## src/rtl/usb_rst_pkg.sv

```systemverilog
package usb_rst_pkg;

    localparam int REG_AW = 4;

    typedef enum logic [1:0] {
        HS_NONE  = 2'b00,
        HS_NAK   = 2'b01,
        HS_ACK   = 2'b10,
        HS_STALL = 2'b11
    } hs_e;

    typedef enum logic [1:0] {
        CS_BOOT = 2'd0,
        CS_HELD = 2'd1,
        CS_RUN  = 2'd2
    } cpu_st_e;

    typedef enum logic [REG_AW-1:0] {
        RA_ARM_IN  = 4'd0,
        RA_STALL   = 4'd1,
        RA_TOG_CLR = 4'd2,
        RA_FADDR   = 4'd3,
        RA_INT_EN  = 4'd4,
        RA_INT_CLR = 4'd5,
        RA_MODE    = 4'd6,
        RA_CFG     = 4'd7,
        RA_ISO_LD  = 4'd8
    } reg_addr_e;

    // renum sits in bit 0 so a cast from write data [3:0] lines up
    typedef struct packed {
        logic iso_send0;
        logic autovec;
        logic pairing;
        logic renum;
    } mode_t;

    localparam mode_t MODE_POR = '{iso_send0: 1'b0, autovec: 1'b0,
                                   pairing: 1'b0, renum: 1'b0};

    // Reply to a bulk token from hold, stall and arm state
    function automatic hs_e bulk_reply(input logic held, input logic stalled,
                                       input logic dir_in, input logic armed);
        if (held)
            return HS_NAK;
        else if (stalled)
            return HS_STALL;
        else if (dir_in)
            return armed ? HS_ACK : HS_NAK;
        else
            return HS_ACK;
    endfunction

    // Reply to an isochronous IN token
    function automatic hs_e iso_in_reply(input logic loaded, input logic send0);
        if (loaded || send0)
            return HS_ACK;
        else
            return HS_NONE;
    endfunction

endpackage

```

## src/rtl/usb_rst_cpu_hold.sv

```systemverilog
module usb_rst_cpu_hold
    import usb_rst_pkg::*;
(
    input  logic clk,
    input  logic por,
    input  logic host_wr,
    input  logic host_val,
    input  logic eeprom_done,
    input  logic rom_strap,
    output logic cpu_held
);

    cpu_st_e st_q;
    cpu_st_e st_d;

    always_comb begin
        st_d = st_q;
        unique case (st_q)
            CS_BOOT: begin
                if (host_wr)
                    st_d = host_val ? CS_HELD : CS_RUN;
                else if (rom_strap || eeprom_done)
                    st_d = CS_RUN;
                else
                    st_d = CS_HELD;
            end
            CS_HELD: begin
                if (host_wr)
                    st_d = host_val ? CS_HELD : CS_RUN;
                else if (eeprom_done)
                    st_d = CS_RUN;
            end
            CS_RUN: begin
                if (host_wr && host_val)
                    st_d = CS_HELD;
            end
            default: st_d = CS_HELD;
        endcase
    end

    always_ff @(posedge clk) begin
        if (por)
            st_q <= CS_BOOT;
        else
            st_q <= st_d;
    end

    assign cpu_held = (st_q != CS_RUN);

    // a running CPU stays running unless the host sets the hold bit
    assert_stay_run_R5: assert property (@(posedge clk) disable iff (por)
        (!cpu_held && !(host_wr && host_val)) |=> !cpu_held);

    // a host write of 1 always holds the CPU
    assert_rehold_R5: assert property (@(posedge clk) disable iff (por)
        (host_wr && host_val) |=> cpu_held);

    // outside boot, a held CPU ignores the strap
    assert_strap_once_R2: assert property (@(posedge clk) disable iff (por)
        (st_q == CS_HELD && !host_wr && !eeprom_done) |=> cpu_held);

    // the EEPROM pulse releases a held CPU when the host is silent
    assert_eeprom_release_R4: assert property (@(posedge clk) disable iff (por)
        (cpu_held && !host_wr && eeprom_done) |=> !cpu_held);

endmodule

```

## src/rtl/usb_rst_responder.sv

```systemverilog
module usb_rst_responder
    import usb_rst_pkg::*;
#(
    parameter int NUM_BULK = 8,
    parameter int NUM_ISO  = 8,
    parameter int EP_W     = 4
) (
    input  logic                clk,
    input  logic                por,
    input  logic                cpu_held,
    input  logic                tok_valid,
    input  logic                tok_in,
    input  logic [EP_W-1:0]     tok_ep,
    input  logic [NUM_BULK-1:0] ep_stall,
    input  logic [NUM_BULK-1:0] in_armed,
    input  logic [NUM_ISO-1:0]  iso_loaded,
    input  logic                iso_send0,
    output logic                hs_valid,
    output hs_e                 hs_code,
    output logic [NUM_BULK-1:0] ack_mask,
    output logic [NUM_BULK-1:0] in_take,
    output logic [NUM_ISO-1:0]  iso_take
);

    hs_e  code_d;
    logic bulk_hit;

    assign bulk_hit = (int'(tok_ep) < NUM_BULK);

    always_comb begin
        code_d   = HS_NONE;
        ack_mask = '0;
        in_take  = '0;
        iso_take = '0;
        if (tok_valid) begin
            for (int i = 0; i < NUM_BULK; i++) begin
                if (tok_ep == EP_W'(i)) begin
                    code_d = bulk_reply(cpu_held, ep_stall[i], tok_in, in_armed[i]);
                    if (code_d == HS_ACK) begin
                        ack_mask[i] = 1'b1;
                        in_take[i]  = tok_in;
                    end
                end
            end
            for (int j = 0; j < NUM_ISO; j++) begin
                if (tok_ep == EP_W'(NUM_BULK + j)) begin
                    if (tok_in) begin
                        code_d      = iso_in_reply(iso_loaded[j], iso_send0);
                        iso_take[j] = iso_loaded[j];
                    end else begin
                        code_d = HS_NONE;
                    end
                end
            end
        end
    end

    always_ff @(posedge clk) begin
        if (por) begin
            hs_valid <= 1'b0;
            hs_code  <= HS_NONE;
        end else begin
            hs_valid <= tok_valid;
            hs_code  <= code_d;
        end
    end

    // bulk tokens seen while the CPU is held are answered with NAK
    assert_held_nak_R6: assert property (@(posedge clk) disable iff (por)
        (tok_valid && cpu_held && bulk_hit) |=> (hs_code == HS_NAK));

    // a decision appears exactly one cycle after each token
    assert_hs_latency_R8: assert property (@(posedge clk) disable iff (por)
        tok_valid |=> hs_valid);

    assert_hs_idle_R8: assert property (@(posedge clk) disable iff (por)
        !tok_valid |=> (!hs_valid && hs_code == HS_NONE));

    // isochronous OUT tokens never draw a handshake
    assert_iso_out_silent_R10: assert property (@(posedge clk) disable iff (por)
        (tok_valid && !tok_in && !bulk_hit) |=> (hs_code == HS_NONE));

endmodule

```

## src/rtl/usb_rst_ctrl_regs.sv

```systemverilog
module usb_rst_ctrl_regs
    import usb_rst_pkg::*;
#(
    parameter int NUM_BULK = 8,
    parameter int NUM_ISO  = 8,
    parameter int DATA_W   = 8,
    parameter int FADDR_W  = 7,
    parameter int CFG_W    = 4
) (
    input  logic                clk,
    input  logic                por,
    input  logic                cpu_held,
    input  logic                cpu_wr,
    input  logic [REG_AW-1:0]   cpu_waddr,
    input  logic [DATA_W-1:0]   cpu_wdata,
    input  logic [NUM_BULK-1:0] ack_mask,
    input  logic [NUM_BULK-1:0] in_take,
    input  logic [NUM_ISO-1:0]  iso_take,
    output logic [NUM_BULK-1:0] in_armed,
    output logic [NUM_BULK-1:0] ep_stall,
    output logic [NUM_BULK-1:0] ep_toggle,
    output logic [NUM_BULK-1:0] int_en,
    output logic [NUM_BULK-1:0] int_req,
    output logic [NUM_ISO-1:0]  iso_loaded,
    output logic [FADDR_W-1:0]  func_addr,
    output mode_t               mode,
    output logic [CFG_W-1:0]    cfg_num,
    output logic [CFG_W-1:0]    alt_set
);

    logic      wr_ok;
    reg_addr_e wsel;
    logic [NUM_BULK-1:0] arm_set, tog_clr, req_clr;
    logic [NUM_ISO-1:0]  iso_set;

    assign wr_ok = cpu_wr && !cpu_held;
    assign wsel  = reg_addr_e'(cpu_waddr);

    assign arm_set = (wr_ok && wsel == RA_ARM_IN)  ? cpu_wdata[NUM_BULK-1:0] : '0;
    assign tog_clr = (wr_ok && wsel == RA_TOG_CLR) ? cpu_wdata[NUM_BULK-1:0] : '0;
    assign req_clr = (wr_ok && wsel == RA_INT_CLR) ? cpu_wdata[NUM_BULK-1:0] : '0;
    assign iso_set = (wr_ok && wsel == RA_ISO_LD)  ? cpu_wdata[NUM_ISO-1:0]  : '0;

    // Per-endpoint state that both the CPU and token traffic touch
    always_ff @(posedge clk) begin
        if (por) begin
            in_armed   <= '0;
            ep_toggle  <= '0;
            int_req    <= '0;
            iso_loaded <= '0;
        end else begin
            in_armed   <= (in_armed & ~in_take) | arm_set;
            ep_toggle  <= (ep_toggle ^ ack_mask) & ~tog_clr;
            int_req    <= (int_req & ~req_clr) | ack_mask;
            iso_loaded <= (iso_loaded & ~iso_take) | iso_set;
        end
    end

    // State that only the CPU writes
    always_ff @(posedge clk) begin
        if (por) begin
            ep_stall  <= '0;
            int_en    <= '0;
            func_addr <= '0;
            mode      <= MODE_POR;
            cfg_num   <= '0;
            alt_set   <= '0;
        end else if (wr_ok) begin
            unique case (wsel)
                RA_STALL:  ep_stall  <= cpu_wdata[NUM_BULK-1:0];
                RA_INT_EN: int_en    <= cpu_wdata[NUM_BULK-1:0];
                RA_FADDR:  func_addr <= cpu_wdata[FADDR_W-1:0];
                RA_MODE:   mode      <= mode_t'(cpu_wdata[3:0]);
                RA_CFG: begin
                    cfg_num <= cpu_wdata[CFG_W-1:0];
                    alt_set <= cpu_wdata[2*CFG_W-1:CFG_W];
                end
                default: ;
            endcase
        end
    end

    // a held CPU cannot move any control state through writes or traffic
    assert_held_freeze_R6: assert property (@(posedge clk) disable iff (por)
        cpu_held |=> ($stable(func_addr) && $stable(ep_stall) && $stable(mode) &&
                      $stable(cfg_num) && $stable(alt_set) && $stable(int_en) &&
                      $stable(in_armed) && $stable(ep_toggle)));

    // an IN acknowledgement leaves its endpoint disarmed
    assert_in_disarm_R9: assert property (@(posedge clk) disable iff (por)
        ((in_take != '0) && !wr_ok) |=> ((in_armed & $past(in_take)) == '0));

    // every bulk ACK leaves an interrupt request pending
    assert_ack_irq_R9: assert property (@(posedge clk) disable iff (por)
        (ack_mask != '0) |=> ((int_req & $past(ack_mask)) == $past(ack_mask)));

endmodule

```

## src/rtl/usb_rst_seq.sv

```systemverilog
module usb_rst_seq
    import usb_rst_pkg::*;
#(
    parameter int NUM_BULK = 8,
    parameter int NUM_ISO  = 8,
    parameter int EP_W     = 4,
    parameter int DATA_W   = 8,
    parameter int FADDR_W  = 7,
    parameter int CFG_W    = 4
) (
    input  logic                clk,
    input  logic                por,
    input  logic                host_ctl_wr,
    input  logic                host_ctl_val,
    input  logic                eeprom_done,
    input  logic                rom_strap,
    input  logic                tok_valid,
    input  logic                tok_in,
    input  logic [EP_W-1:0]     tok_ep,
    input  logic                cpu_wr,
    input  logic [REG_AW-1:0]   cpu_waddr,
    input  logic [DATA_W-1:0]   cpu_wdata,
    output logic                cpu_reset,
    output logic                hs_valid,
    output logic [1:0]          hs_code,
    output logic [NUM_BULK-1:0] out_ep_en,
    output logic [NUM_BULK-1:0] in_armed,
    output logic [NUM_BULK-1:0] ep_stall,
    output logic [NUM_BULK-1:0] ep_toggle,
    output logic [FADDR_W-1:0]  func_addr,
    output logic [NUM_BULK-1:0] int_en,
    output logic [NUM_BULK-1:0] int_req,
    output logic                usb_irq,
    output logic                req_to_cpu,
    output logic                pair_en,
    output logic                autovec_en,
    output logic                iso_send0,
    output logic [CFG_W-1:0]    cfg_num,
    output logic [CFG_W-1:0]    alt_set
);

    localparam int NUM_EP = NUM_BULK + NUM_ISO;

    logic                cpu_held;
    hs_e                 hs_code_e;
    logic [NUM_BULK-1:0] ack_mask;
    logic [NUM_BULK-1:0] in_take;
    logic [NUM_ISO-1:0]  iso_take;
    logic [NUM_ISO-1:0]  iso_loaded;
    mode_t               mode;

    usb_rst_cpu_hold u_hold (
        .clk         (clk),
        .por         (por),
        .host_wr     (host_ctl_wr),
        .host_val    (host_ctl_val),
        .eeprom_done (eeprom_done),
        .rom_strap   (rom_strap),
        .cpu_held    (cpu_held)
    );

    usb_rst_responder #(
        .NUM_BULK (NUM_BULK),
        .NUM_ISO  (NUM_ISO),
        .EP_W     (EP_W)
    ) u_resp (
        .clk        (clk),
        .por        (por),
        .cpu_held   (cpu_held),
        .tok_valid  (tok_valid),
        .tok_in     (tok_in),
        .tok_ep     (tok_ep),
        .ep_stall   (ep_stall),
        .in_armed   (in_armed),
        .iso_loaded (iso_loaded),
        .iso_send0  (mode.iso_send0),
        .hs_valid   (hs_valid),
        .hs_code    (hs_code_e),
        .ack_mask   (ack_mask),
        .in_take    (in_take),
        .iso_take   (iso_take)
    );

    usb_rst_ctrl_regs #(
        .NUM_BULK (NUM_BULK),
        .NUM_ISO  (NUM_ISO),
        .DATA_W   (DATA_W),
        .FADDR_W  (FADDR_W),
        .CFG_W    (CFG_W)
    ) u_regs (
        .clk        (clk),
        .por        (por),
        .cpu_held   (cpu_held),
        .cpu_wr     (cpu_wr),
        .cpu_waddr  (cpu_waddr),
        .cpu_wdata  (cpu_wdata),
        .ack_mask   (ack_mask),
        .in_take    (in_take),
        .iso_take   (iso_take),
        .in_armed   (in_armed),
        .ep_stall   (ep_stall),
        .ep_toggle  (ep_toggle),
        .int_en     (int_en),
        .int_req    (int_req),
        .iso_loaded (iso_loaded),
        .func_addr  (func_addr),
        .mode       (mode),
        .cfg_num    (cfg_num),
        .alt_set    (alt_set)
    );

    assign cpu_reset  = cpu_held;
    assign hs_code    = hs_code_e;
    assign out_ep_en  = {NUM_BULK{~cpu_held}};
    assign usb_irq    = |(int_req & int_en);
    assign req_to_cpu = mode.renum;
    assign pair_en    = mode.pairing;
    assign autovec_en = mode.autovec;
    assign iso_send0  = mode.iso_send0;

    // OUT endpoints never enable while the CPU is held
    assert_out_gated_R7: assert property (@(posedge clk) disable iff (por)
        (out_ep_en != '0) |-> !cpu_reset);

    // interrupt line goes quiet once all requests are cleared
    assert_irq_quiet_R13: assert property (@(posedge clk) disable iff (por)
        (int_req == '0) |-> !usb_irq);

    initial begin
        assert (NUM_EP <= (1 << EP_W) && NUM_BULK <= DATA_W && NUM_ISO <= DATA_W
                && 2*CFG_W <= DATA_W && FADDR_W <= DATA_W)
            else $error("usb_rst_seq parameter set out of range");
    end

endmodule

```

## config.mk

```make
export PLATFORM = sky130hd
export DESIGN_NAME = usb_rst_seq
export DESIGN_NICKNAME = d
export VERILOG_FILES = /design/src/rtl/usb_rst_pkg.sv /design/src/rtl/usb_rst_cpu_hold.sv /design/src/rtl/usb_rst_responder.sv /design/src/rtl/usb_rst_ctrl_regs.sv /design/src/rtl/usb_rst_seq.sv
export SDC_FILE = /design/constraint.sdc
export NUM_CORES = 1
export LEC_CHECK = 0
export ABC_CLOCK_PERIOD_IN_PS = 5500
export BUFFER_PORTS_ARGS = -buffer_cell sky130_fd_sc_hd__clkbuf_2
export CAP_MARGIN = 15
export CORE_MARGIN = 4
export CORE_UTILIZATION = 49
export CTS_CLUSTER_SIZE = 12
export DETAILED_ROUTE_END_ITERATION = 8
export MAX_ROUTING_LAYER = met4
export PLACE_DENSITY_LB_ADDON = 0.1
export SLEW_MARGIN = 20
export SYNTH_ARGS = -nofsm -noshare
export SYNTH_HDL_FRONTEND = slang
export SYNTH_SLANG_ARGS = --single-unit
```

## constraint.sdc

```tcl
create_clock -name clk -period 5.5 [get_ports clk]
set_input_delay 1.1 -clock clk [delete_from_list [all_inputs] [get_ports clk]]
set_output_delay 1.1 -clock clk [all_outputs]
set_load 0.1 [all_outputs]
```

# Word-level counts from Yosys, hierarchy flattened

Cells that the tools add are included.

Bits in latches: 0
Memories kept: 0
Memory bits (read-only): 0
Register bits after elaboration: 72
Output and inout port bits: 72
Memory bits (writable): 0

$mul: 0
Reductions and logical operators: 27
Div/mod/pow operators: 0
Bitwise logic cells: 15
Equality and inequality tests: 36
$add $sub $neg: 0
Shift operators: 0
$lt $le $gt $ge: 0
Multiplexer cells: 142

Operators with widths:

| kind                                                                   | count |
|---|---|
| 2-bit 2-to-1 mux                                                       | 86 |
| 8-bit 2-to-1 mux                                                       | 7 |
| 1-bit 2-to-1 mux                                                       | 48 |
| 8-bit bitwise AND                                                      | 5 |
| 4-bit equality test (second input constant)                            | 9 |
| 4-bit by 3-bit equality test with 1-bit output (second input constant) | 8 |
| 8-bit inverter                                                         | 4 |
| 8-bit OR                                                               | 3 |
| 2-bit equality test (second input constant)                            | 9 |
| 4-bit by 2-bit equality test with 1-bit output (second input constant) | 4 |
| 2-bit AND reduction                                                    | 6 |
| 1-bit logical OR                                                       | 9 |
| 4-bit by 1-bit equality test with 1-bit output (second input constant) | 2 |
| 4-bit logical NOT                                                      | 2 |
| 8-bit OR reduction                                                     | 1 |
| 8-bit bitwise XOR                                                      | 1 |
| 1-bit logical AND                                                      | 6 |
| 2-bit one-hot mux with 3 select lines                                  | 1 |
| 3-bit != test (second input constant)                                  | 1 |
| 2-bit by 1-bit equality test with 1-bit output (second input constant) | 1 |
| 2-bit logical NOT                                                      | 1 |
| 2-bit by 1-bit != test with 1-bit output (second input constant)       | 1 |
| 2-bit != test (second input constant)                                  | 1 |
| 1-bit inverter                                                         | 2 |
| 2 further kinds                                                        | 2 |

# Depth between registers and ports, before layout

Gate-level depths: netlist (run 1).

Depth in word-level cells: 22
Mapped depth: 9
Mapped depth without buffers: 6

# Cells and area by module

From an unflattened synthesis (run 1), not the netlist that was laid out.

Cells, all modules: 408
Area, all modules: 3672.3 um2

Modules (own cells, without submodules):

| module            | cells an instance | sequential area each (um2) | instances | area an instance (um2) |
|---|---|---|---|---|
| usb_rst_ctrl_regs | 261               | 1341.3                     | 1         | 2740.1 |
| usb_rst_responder | 126               | 60.1                       | 1         | 754.5 |
| usb_rst_seq       | 13                | 0.0                        | 1         | 92.6 |
| usb_rst_cpu_hold  | 8                 | 40.0                       | 1         | 85.1 |

# Least setup slack after synthesis (run 1)

No wires, ideal clock.

Path kind: reg2out
From: register u_regs.int_en[6]
To: output usb_irq
Cell stages (with the launch flop): 3
Data arrival time: 1.987 ns
Path slack: 2.413 ns
Path buffers: 0
Path through: dfxtp_1 > a22oi_1 > nand4_1

Cells in the longest elaborated chain, start to end: 2

RTL lines:

| what                   | line                    | text |
|---|---|---|
| start, declared        | usb_rst_ctrl_regs.sv:22 | `output logic [NUM_BULK-1:0] int_en,` |
| start signal, assigned | usb_rst_ctrl_regs.sv:71 | `RA_INT_EN: int_en <= cpu_wdata[NUM_BULK-1:0];` |
| 8-bit bitwise AND      | usb_rst_seq.sv:115      | `assign usb_irq = \|(int_req & int_en);` |
| 8-bit OR reduction     | usb_rst_seq.sv:115      |  |
| end, declared          | usb_rst_seq.sv:33       | `output logic usb_irq,` |

No other way between the ends.

# Final worst setup path (run 1)

From: register u_hold.st_q[1]
To: output cpu_reset

Cells in the longest elaborated chain, start to end: 1

RTL lines:

| what                   | line                   | text |
|---|---|---|
| start, declared        | usb_rst_cpu_hold.sv:13 | `cpu_st_e st_q;` |
| start signal, assigned | usb_rst_cpu_hold.sv:45 | `st_q <= st_d;` |
| 2-bit != test          | usb_rst_cpu_hold.sv:48 | `assign cpu_held = (st_q != CS_RUN);` |
| end, declared          | usb_rst_seq.sv:23      | `output logic cpu_reset,` |

No other way between the ends.

==> results, run 1 <==
- The adder-cell share of the synthesized area is 0.
- Setup repair after global routing left no endpoint under its margin.
- The share of cell area taken by muxes after synthesis is 0.07193.
- The insertion delay to the later sink of the worst-skew pair is around 0.34 ns.
- Once layout is complete, the utilization of the core stands at 0.6155.
- For the pin with the worst max-slew slack, the measured transition is 0.8632 ns.
- The final routed DRC violation total is 0.
- 97 I/O pins were placed.
- The data arrival time of the worst path is 1.92 ns.
- In this run the power spent charging and discharging nets is 317.1 uW.
- The final-layout fill cell count is around 610.
- The core region area is 0.006531 sq mm.
- The path class of the tightest hold or removal check is reg2reg.
- The most frequently used flop master after synthesis is dfxtp_1.
- Gates resized during post-CTS repair numbered 0.
- The starting density of the core is 0.5167.
- The count of final setup violators is 0.
- The congestion estimate from routability-driven global placement came to between 0.8 and 0.9.
- The detailed placement HPWL is 6.908 mm.
- In this run the clock root is driven by a clkbuf_8.
- For this run, the post-layout net count is 503.
- The remaining antenna violation count after routing is 0.
- The fraction of registers with async set/reset is 0.
- The share of synthesized area in the top cell type comes to 0.4271.
- During synthesis, Yosys emitted a total of 0 warnings.
- The final routed wirelength across all metal layers is slightly below 10 mm.
- The hold violation total from the final report came to 0.
- The first global-routing pass estimated roughly 16 mm of wire.
- The total of max-cap violations is 0.
- The number of antenna diodes in the final layout is 0.
- Buffers placed on the I/O ports in this run total 96.
- The kind of end point of the critical path is an output pin.
- Counting every instance in the synthesized netlist gives 405.
- The TritonCTS clock tree is yes.
- The worst pin sits at a relative slew slack of 0.4197.
- The per-cell via count in the routed design is 5.759.
- The number of cell rows is 29.
- After synthesis, the cell types taking the most area are dfxtp_1, mux2i_1, a21oi_1, nor2_1, nand2_1.
- The final setup skew is roughly 0.0067 ns.
- For this run, the total global-route usage over all layers was measured as 0.2438.
- Dividing the final minimum period by the clock period gives 0.5483.
- For this design, the CTS-stage hold fixing added 0 buffers.
- In the layout the commonest cells are clkbuf_2, dfxtp_1, nor2_1, a21oi_1, nand2_1.
- The run finished with clean final reports.
- The number of global-route vias before repair is roughly 3000.
- The post-synthesis compound-gate area fraction is 0.2017.
- The synthesized design contains 0 enable-type register cells.
- For the worst setup path, the data required time is 4.40 ns.
- The average instance area after synthesis is around 8.3 sq um.
- The clock-pin slew reported for the worst setup and hold paths after clock tree synthesis is 0.07 ns.
- The detailed router placed approximately 3200 vias in this run.
- The element type at the critical path start is a register.
- In this run, distinct cell masters in the synthesized netlist total 52.
- Before antenna repair, the detailed router went through 4 iterations.
- The pin count of the biggest net entering global routing is 72.
- The depth of the CTS H-tree is 3.
- The mapped cell area is approximately 0.0034 sq mm.
- Of the total power, the share spent switching nets is 0.2722.
- The number of clock sinks seen by CTS is just over 70.
- The power density over the cells is between 200 and 300 mW/mm^2.
- By area, the combinational part of the netlist is dominated by simple AND/OR/NAND/NOR gates.
- After clock tree synthesis, the setup repair step added 0 buffers.
- The overall die height is 90.99 microns.
- Once layout is complete, the cells apart from fillers number 560.
- Summed over all layers, the global routing overflow is 0.
- Of the cells placed in the final design, the portion with a size suffix greater than 1 is 0.2629.
- The library cell used most frequently in the layout, excluding fill and tap cells, is clkbuf_2.
- The post-synthesis net count is 430.
- The number of slew-limit violations in the final report is 0.
- The internal power is between 800 and 900 uW.
- The die extent in x is 90.99 microns.
- The maximum resistive drop on vdd is 0.2019 mV.
- The sequential share of power is 0.454.
- The analysis attributes to cell leakage a power of 0.001607 uW.
- Summed over all failing endpoints, the final setup total negative slack is 0 ns.
- The portion of total power attributed to the clock network is 0.411.
- In this run, CTS created clock tree buffers numbering 9.
- Relative to the synthesized area, the layout overhead comes to 19.13%.
- The die covers 0.008278 sq mm.
- The simple-gate area share of the yosys netlist is 0.2102.
- The critical path class is reg2out.
- The fraction of synthesized cell area in xor and xnor cells is 0.02076.
- Of the total power, combinational logic draws 0.135.
- The register area share after synthesis is 0.4271.
- Timing would allow up to ~330 MHz.
- Counting along the longest clock path gives a buffer depth of 2.
- The final critical path time including I/O delays and setup is 3.016 ns.
- The maximum net fanout on the critical path is 15.
- The routed wire length per instance is 17.30 microns.
- The synthesis-stage register bit count is 72.
- The largest total area in the synthesized netlist belongs to dfxtp_1.
- The initial antenna violation count is 0.
- The detailed router finished its first iteration with 202 violations.
- The number of placed instances, taps included, is 544.
- Across all register-to-register paths, the minimum setup slack is 2.97 ns.
[layer usage]
layer / global-route usage / up-vias / wire length (microns)
met4: 0.09045 / 0 / 143
met5: - / - / 0
met3: 0.04463 / 15 / 676
met1: 0.3404 / 1503 / 4559
met2: 0.3513 / 134 / 4310
li1: - / 1573 / -
[sequential cells by signal, summed over array words and instances, names as in the netlist, 4 cells and up]
| name | cells |
|---|---|
| u_regs.in_armed | 8 |
| u_regs.ep_toggle | 8 |
| u_regs.cfg_num | 4 |
| u_regs.iso_loaded | 8 |
| u_regs.int_req | 8 |
| u_regs.alt_set | 4 |
| u_regs.ep_stall | 8 |
| u_regs.func_addr | 7 |
| u_regs.mode | 4 |
| u_regs.int_en | 8 |
[cells by family after synthesis]
| group | after synthesis |
|---|---|
| multiplexers | 24 |
| buffers and inverters | 50 |
| XOR/XNOR | 8 |
| AO/OA/AOI/OAI | 110 |
| AND/OR/NAND/NOR | 141 |
| flip-flops | 72 |
[power groups by stage]
stage          sequential (uW)  clock (uW)  combinational, uW
2_1_floorplan              561           0                108
3_3_place_gp               540           0                157
3_5_place_dp               541           0                157
4_1_cts                    528         487                157
5_1_grt                    529         513                167
6_report                   529         479                158
[per-stage QoR]
step                worst slack [ns]  instance area [sq um]  total power, uW  hold slack [ns]
global route                   2.358                   4020             1209           0.4989
CTS                            2.110                   4018             1172           0.4736
finish                         2.484                   4020             1165           0.4762
floorplan                      2.413                   3374            668.5           0.4499
global placement               2.565                   3785            697.1           0.4585
detailed placement             2.489                   3785            697.3           0.4623
[path summary, 6_finish.rpt]
kind | start | to | cells past startpoint
setup / recovery | u_hold.st_q[1] | cpu_reset | 3
hold / removal | u_regs.int_en[0] | u_regs.int_en[0] | 2
setup reg to reg | u_hold.st_q[1] | u_regs.iso_loaded[0] | 6
hold reg to reg | u_regs.int_en[0] | u_regs.int_en[0] | 2
[layout make-up]
type	count	area (sq um)	area share
clock inverters	2	60.06	0.01494
repair buffers	97	488.0	0.1214
clock buffers	14	172.7	0.04295
well taps	77	96.34	0.02397
multi-input cells	283	1705	0.4242
inverters	15	56.30	0.01401
flip-flops and latches	72	1441	0.3585
[cells in the mapped netlist (all sizes together) (3+ instances only)]
cell     instances
dfxtp           72
nor2            49
a21oi           40
nand2           36
o21ai           27
mux2i           22
clkbuf          21
inv             15
buf             14
nand3           14
a211oi          10
xor2             8
nor2b            7
nor3             7
a22oi            6
nand2b           6
o211ai           5
nand4            4
o41ai            4
a2111oi          3
nor3b            3
nor4             3
[worst max-delay path, stage by stage, from the launching register on]
cell and delay (ns):
dfxtp_1 0.36, nor2b_2 0.60, inv_2 0.19, clkbuf_2 0.42
Note: power is estimated with default switching activity, not from simulation.
==> run 2, diff against run 1 <==
- ABC_CLOCK_PERIOD_IN_PS: 5500 -> 2700
- CORE_UTILIZATION: 49 -> 47
- clock period: 5.5 -> 2.7 ns (I/O delays scaled with it)
==> run 2 against run 1 <==
  * Worst hold slack got worse by 0.0015 ns
  * Largest power group unchanged
  * Clock skew increased by 0.0082 ns
  * Critical path depth grew 2
  * Total power is 110% higher
  * Sequential share of layout area shrank 0.93 points
  * Wire length rose by 1.9%
  * Register-to-register slack worse by 2.3 ns
  * Combinational power rose by 120%
  * Clock power rose by 110%
  * Utilization decreased by 1.5 points
==> results, run 2 (synthesis results as in run 1) <==
- The family with the most delay on the worst path is buffers and inverters.
- In the final layout, the multi-input gates occupy 0.001703 sq mm.
- Clock latency on the worst-skew pair, taken at its later pin, is 0.35 ns.
- Across the routed clock network, the largest skew measured is 0.01488 ns.
- The clock drives 72 sinks.
- The wire length of the first global-routing pass is approximately 16 mm.
- The detailed placement HPWL is 7.102 mm.
- The data arrival time of the worst path is 1.67 ns.
- The die is 92.74 microns tall.
- The startpoint of the tightest hold check path is u_regs.int_en[2].
- By instance count, the cell type seen most on the critical path is buf_4.
- For this run, global-route usage on met1 was measured as 0.3363.
- The leakage component of the power is between 0.0015 and 0.002 uW.
- In this run the power density over the cells is about 580 mW/mm^2.
- The library cell used most frequently in the layout, excluding fill and tap cells, is clkbuf_2.
- The depth of the worst hold-timing path is 2.
- Clock-pin slew was measured on the worst setup and hold paths at 0.08 ns.
- The final critical path time including I/O delays and setup is ~2.2 ns.
- The final routed wirelength across all metal layers is 9.873 mm.
- The run finished with clean final reports.
- The floorplan has 30 rows.
- The maximum clock frequency is ~450 MHz.
- Of the cells placed in the final design, the portion with a size suffix greater than 1 is 0.2764.
- The initial utilization of the core area, before any placement, comes to 0.4913.
- The number of global-route vias before repair came to 3039.
- The worst path buffer plus inverter count is 4.
- The worst setup path is of the reg2out kind.
- In this run the worst hold path is classified as reg2reg.
- In the layout the commonest cells are clkbuf_2, dfxtp_1, nor2_1, a21oi_1, nand2_1.
- The number of I/O port buffers is 96.
- The final antenna diode count is 0.
- Once the clock tree was built, the resizer swapped 0 gates to a different size.
- Setup slack closes at 0.4874 ns.
- The worst pin sits at a relative slew slack of 0.5170.
- The total of max-cap violations is 0.
- For this design the top-level I/O count stands at just under 100.
- Setup violations remaining at the end of the flow were counted as 0.
- The placed instances occupy a cell area of 0.003896 sq mm.
- The number of slew-limit violations in the final report is 0.
- The clock tree synthesis step divided the H-tree into 3 levels.
- At the end of the flow the core is filled with cells to 0.6009.
- For the worst setup path, the data required time is 2.16 ns.
- The period utilization is 0.8195.
- Dividing the detail-routed via count by the number of cells gives 5.543.
- After routing the design area is 0.004128 sq mm.
- The final layout net count is 512.
- IR analysis of the VDD net gives a maximum drop of 0.3185 mV.
- The library cell contributing the largest single delay on the critical path is clkbuf_2.
- For this block, the initial DRC count from the detailed router was 200.
- The end point of the most critical hold path is u_regs.int_en[2].
- The element type at the critical path start is a register.
- The growth of design area from synthesis to finish is 22.32%.
- TritonCTS created 9 clock buffers.
- The met3 global-route usage is 0.04468.
- The kind of end point of the critical path is an output pin.
- The startpoint identified for the worst register-to-register timing path is u_hold.st_q[1].
- The die area is ~0.0086 sq mm.
- The end of the worst register-to-register path is u_regs.ep_stall[3].
- The completed layout was analyzed and its total power is 2404 uW.
- The iteration count of the initial detailed-routing pass is 4.
- Entering global routing, the biggest net connects 71 pins.
- Once detail routing completed, the nets flagged for antenna violations numbered 0.
- The accumulated negative setup slack is 0 ns.
- The global routing stage identified its most utilized layer as met2.
- TritonCTS built the clock tree.
- The hold violation total from the final report is 0.
- Fill cells in the final layout number about 670.
- Dividing the detail-routed wire length by the instance count gives 16.79 microns.
- The initial antenna violation count was 0.
- Setup slack on the worst reg-to-reg path comes out at between 0.6 and 0.7 ns.
- The post-place setup slack is 0.3794 ns.
- The critical path goes through nor2b_1, buf_4, inv_2, buf_4, clkbuf_2.
- The congestion estimate from routability-driven global placement came to ~0.90.
- The met2 track demand over resource is 0.3474.
- Measured along the x axis, the die boundary spans between 90 and 100 microns.
- The total congestion overflow is 0.
- Setup repair after global routing left no endpoint under its margin.
- The cell count of the worst reg-to-reg path is 6.
- Along the worst path, the maximum fanout reaches 7.
- The sequential cell area is around 0.0014 sq mm.
- The core region area is just under 0.007 sq mm.
- In this run the deepest clock path goes through 2 buffers.
- In this run the clock root is driven by a clkbuf_8.
- In this run, post-CTS hold repair placed 0 buffers.
- The number of setup buffers added after CTS is 0.
- The aggregate global-route resource usage is 0.2403.
- The delay of the slowest critical-path stage is 0.47 ns.
- For this run, design rule violations remaining after detail routing come to 0.
- At the pin with the least slew margin, the transition time is 0.7244 ns.
- Detailed routing inserted a total of ~3300 vias.
run 2: cell count changes in the layout (fill, tap and decap cells not counted), sizes merged:
| cell | change |
|---|---|
| buf | +17 |
| clkbuf | -10 |
| clkinvlp | +1 |
| clkinv | +1 |
run 2: how the worst max path moves through the flow:
stage	start	endpoint	slack (ns)	cells after the start
after floorplan	u_regs.int_en[6]	usb_irq	0.17	2
after global placement	cpu_waddr[3]	u_regs.ep_stall[3]	0.41	5
after detailed placement	cpu_waddr[3]	u_regs.ep_stall[4]	0.38	5
after CTS	u_hold.st_q[1]	cpu_reset	0.48	5
after global routing	u_hold.st_q[1]	cpu_reset	0.40	5
final	u_hold.st_q[1]	cpu_reset	0.49	5
run 2: cell type report:
cell class / count / area share
inverters: 15 / 0.01364
repair buffers: 106 / 0.1394
multi-input cells: 283 / 0.4125
flip-flops and latches: 72 / 0.3492
clock buffers: 12 / 0.03759
well taps: 96 / 0.02910
clock inverters: 4 / 0.01849
run 2: routing by layer:
metal	vias up	routed length, microns
met5	-	0
li1	1586	-
met2	117	4382
met1	1543	4770
met3	13	591
met4	0	128
run 2: worst register-to-register path: stages (launching register included):
cell and delay, ns:
dfxtp_1 0.37, nor2b_1 0.18, buf_4 0.19, inv_2 0.05, or4b_1 0.79, a21oi_1 0.26, nor2_1 0.05
run 2: report_power, final:
part           leakage, uW  internal (uW)  switching, uW  total, uW
logic             0.000960           74.6            265        340
clock network     0.000113            573            414        988
registers         0.000581           1070           6.60       1080
run 2: metrics by stage:
| stage | instances | hold WS [ns] |
|---|---|---|
| after floorplan | 405 | 0.4499 |
| after global placement | 572 | 0.4581 |
| after detailed placement | 572 | 0.4645 |
| after CTS | 588 | 0.4645 |
| after global routing | 588 | 0.4800 |
| final | 588 | 0.4747 |
==> run 3, diff against run 2 <==
- ABC_CLOCK_PERIOD_IN_PS: 2700 -> 2110
- CORE_UTILIZATION: 47 -> 49
- clock period: 2.7 -> 2.11 ns (I/O delays scaled with it)
==> run 3 against run 2 <==
  * Worst setup slack worse by 0.28 ns
  * Clock-buffer cell count decreased by 3
  * Largest cell class unchanged
  * Largest power group unchanged
  * Design area rose by 3.9%
  * Sequential share of layout area decreased by 0.82 points
  * Register-to-register slack got worse by 0.47 ns
  * Clock power up 19%
  * Cell count down 1.9%
  * Utilization rose by 5.6 points
  * Critical endpoint is now u_regs.ep_stall[3]
==> results, run 3 (synthesis results as in run 1) <==
- The leakage component of the power is 0.001738 uW.
- The wire length on met3 is between 600 and 700 microns.
- The insertion delay to the later sink of the worst-skew pair is about 0.34 ns.
- The critical path class is reg2reg.
- For this run the aggregate overflow at the end of global routing stands at 0.
- The power density over the cells is between 700 and 800 mW/mm^2.
- The launch point of the worst reg-to-reg path is u_hold.st_q[1].
- The via count of the routed design is 3365.
- The number of cell rows is 29.
- The routed wire length per instance is 17.54 microns.
- The number of I/O port buffers is 96.
- The final total power is 3055 uW.
- The number of setup buffers added after CTS is 0.
- The worst setup path is launched from a register.
- The startpoint of the tightest hold check path is por.
- The hold violation total from the final report is 0.
- For hold timing, the worst endpoint is u_regs.in_armed[6].
- The detail route stage leaves a number of antenna-violating nets equal to 0.
- The post-place setup slack is 0.08282 ns.
- Setup repair after global routing left no endpoint under its margin.
- Along the worst hold path, the cell count comes to 2.
- The core region area is 0.006531 sq mm.
- The total I/O pin count is 97.
- The wire length on met1 is 4.618 mm.
- The cell at the root of the clock tree is clkbuf_8.
- The die covers between 0.008 and 0.009 sq mm.
- The number of clock sinks seen by CTS is slightly above 70.
- The worst-case headroom to the max-slew limit is 0.5656.
- The most common cell after layout, fill and taps aside is clkbuf_2.
- The detailed placement HPWL is about 7.3 mm.
- After layout, the minimum clock period comes to 1.904 ns.
- The data arrival time of the worst path is 2.11 ns.
- The number of global-route vias before repair is between 3000 and 4000.
- The aggregate global-route resource usage is 0.2563.
- In this run the critical register-to-register path is captured at u_regs.ep_stall[3].
- The initial utilization of the core area, before any placement, comes to 0.5167.
- In this run the deepest clock path goes through 2 buffers.
- The worst-case register-to-register setup slack is 0.21 ns.
- The post-placement cell area is 0.004079 sq mm.
- The overall die height is 90.99 microns.
- For this run, the detailed router's first-pass iteration total came to 4.
- The number of antenna diodes in the final layout is 0.
- The kind of end point of the critical path is a register.
- The total non-filler cell area in the finished layout is 0.004289 sq mm.
- The placer congestion estimate is 0.8835.
- Dividing the final minimum period by the clock period gives 0.9025.
- The die extent in x is 90.99 microns.
- The launch point of the critical path is u_hold.st_q[1].
- At the pin with the least slew margin, the transition time is 0.6516 ns.
- The maximum clock frequency is around 530 MHz.
- The run finished with clean final reports.
- After detailed routing, the total wire length is 10.12 mm.
- The final routed DRC violation total is 0.
- The required time at the endpoint of the critical path is 2.31 ns.
- The number of slew-limit violations in the final report is 0.
- The cell count of the worst reg-to-reg path is 7.
- Of the cells placed in the final design, the portion with a size suffix greater than 1 is 0.3260.
- The H-tree was split into 3 levels.
- IR analysis of the VDD net gives a maximum drop of approximately 0.44 mV.
- The detailed router finished its first iteration with 287 violations.
- The count of final setup violators is 0.
- The setup slack of the critical path after layout is 0.2056 ns.
- The highest metal layer used by the detailed router is met4.
- After clock tree synthesis, the clock-pin slew on the worst setup and hold paths is 0.07 ns.
- The type of the tightest min-delay check is in2reg.
- The initial antenna violation count was 0.
- The top cell types in the final layout, fill and taps aside, are clkbuf_2, dfxtp_1, nor2_1, a21oi_1, nand2_1.
- The wire length of the first global-routing pass is 16.64 mm.
- The clock arrives with 0.01072 ns of skew.
- The maximum net fanout on the critical path is 16.
- Entering global routing, the biggest net connects 65 pins.
- The TritonCTS clock tree is yes.
- After detailed routing, the number of vias per cell comes to 5.832.
- The net count of the finished layout is 521.
- For this run, the share of the core covered by cells in the final layout is 0.6567.
- The growth of design area from synthesis to finish is 27.10%.
- The accumulated negative setup slack is 0 ns.
- Summed over all nets, wire length on met2 after detailed routing comes to 4.529 mm.
- The total of max-cap violations is 0.
- The CTS buffer count is 9.
-- run 3: power breakdown --
group	switching, uW	internal [uW]
Combinational	354	144
Sequential	9.37	1370
Clock	521	657
-- run 3: worst max-delay path by stage --
stage                               end  cells after the start
detailed placement  u_regs.ep_toggle[7]                      6
finish               u_regs.ep_stall[3]                      7
global placement     u_regs.ep_stall[3]                      6
global route         u_regs.ep_stall[2]                      7
floorplan            u_regs.ep_stall[3]                      8
CTS                  u_regs.ep_stall[3]                      7
-- run 3: what timing repair did --
item                       in CTS  in global routing
resized for setup               0                  1
setup endpoints to repair       0                  1
hold buffers                    0                  0
-- run 3: through the flow --
step | cells | hold slack [ns]
after floorplan | 405 | 0.4499
after global placement | 562 | 0.4495
after detailed placement | 562 | 0.4581
after CTS | 577 | 0.3349
after global routing | 577 | 0.3651
final | 577 | 0.3516
-- run 3: metal layers --
| layer | GRT usage | up-vias |
|---|---|---|
| met5 | - | - |
| met3 | 0.05372 | 29 |
| met1 | 0.3385 | 1591 |
| met4 | 0.1043 | 0 |
| li1 | - | 1610 |
| met2 | 0.3832 | 135 |
-- run 3: worst max-delay path: stages (launching register included) --
cell and delay (ns):
dfxtp_1 0.40, nor2b_2 0.18, buf_4 0.19, inv_4 0.09, or4b_1 0.49, buf_4 0.21, a21oi_1 0.16, nor2_1 0.05
-- run 3: cell type report --
class | instances | area [sq um]
Tap cell | 77 | 96.34
Timing Repair Buffer | 115 | 758.2
Clock buffer | 9 | 123.9
Clock inverter | 6 | 83.83
Inverter | 15 | 58.81
Multi-Input combinational cell | 283 | 1705
Sequential cell | 72 | 1463
Fill cell | 579 | 2242
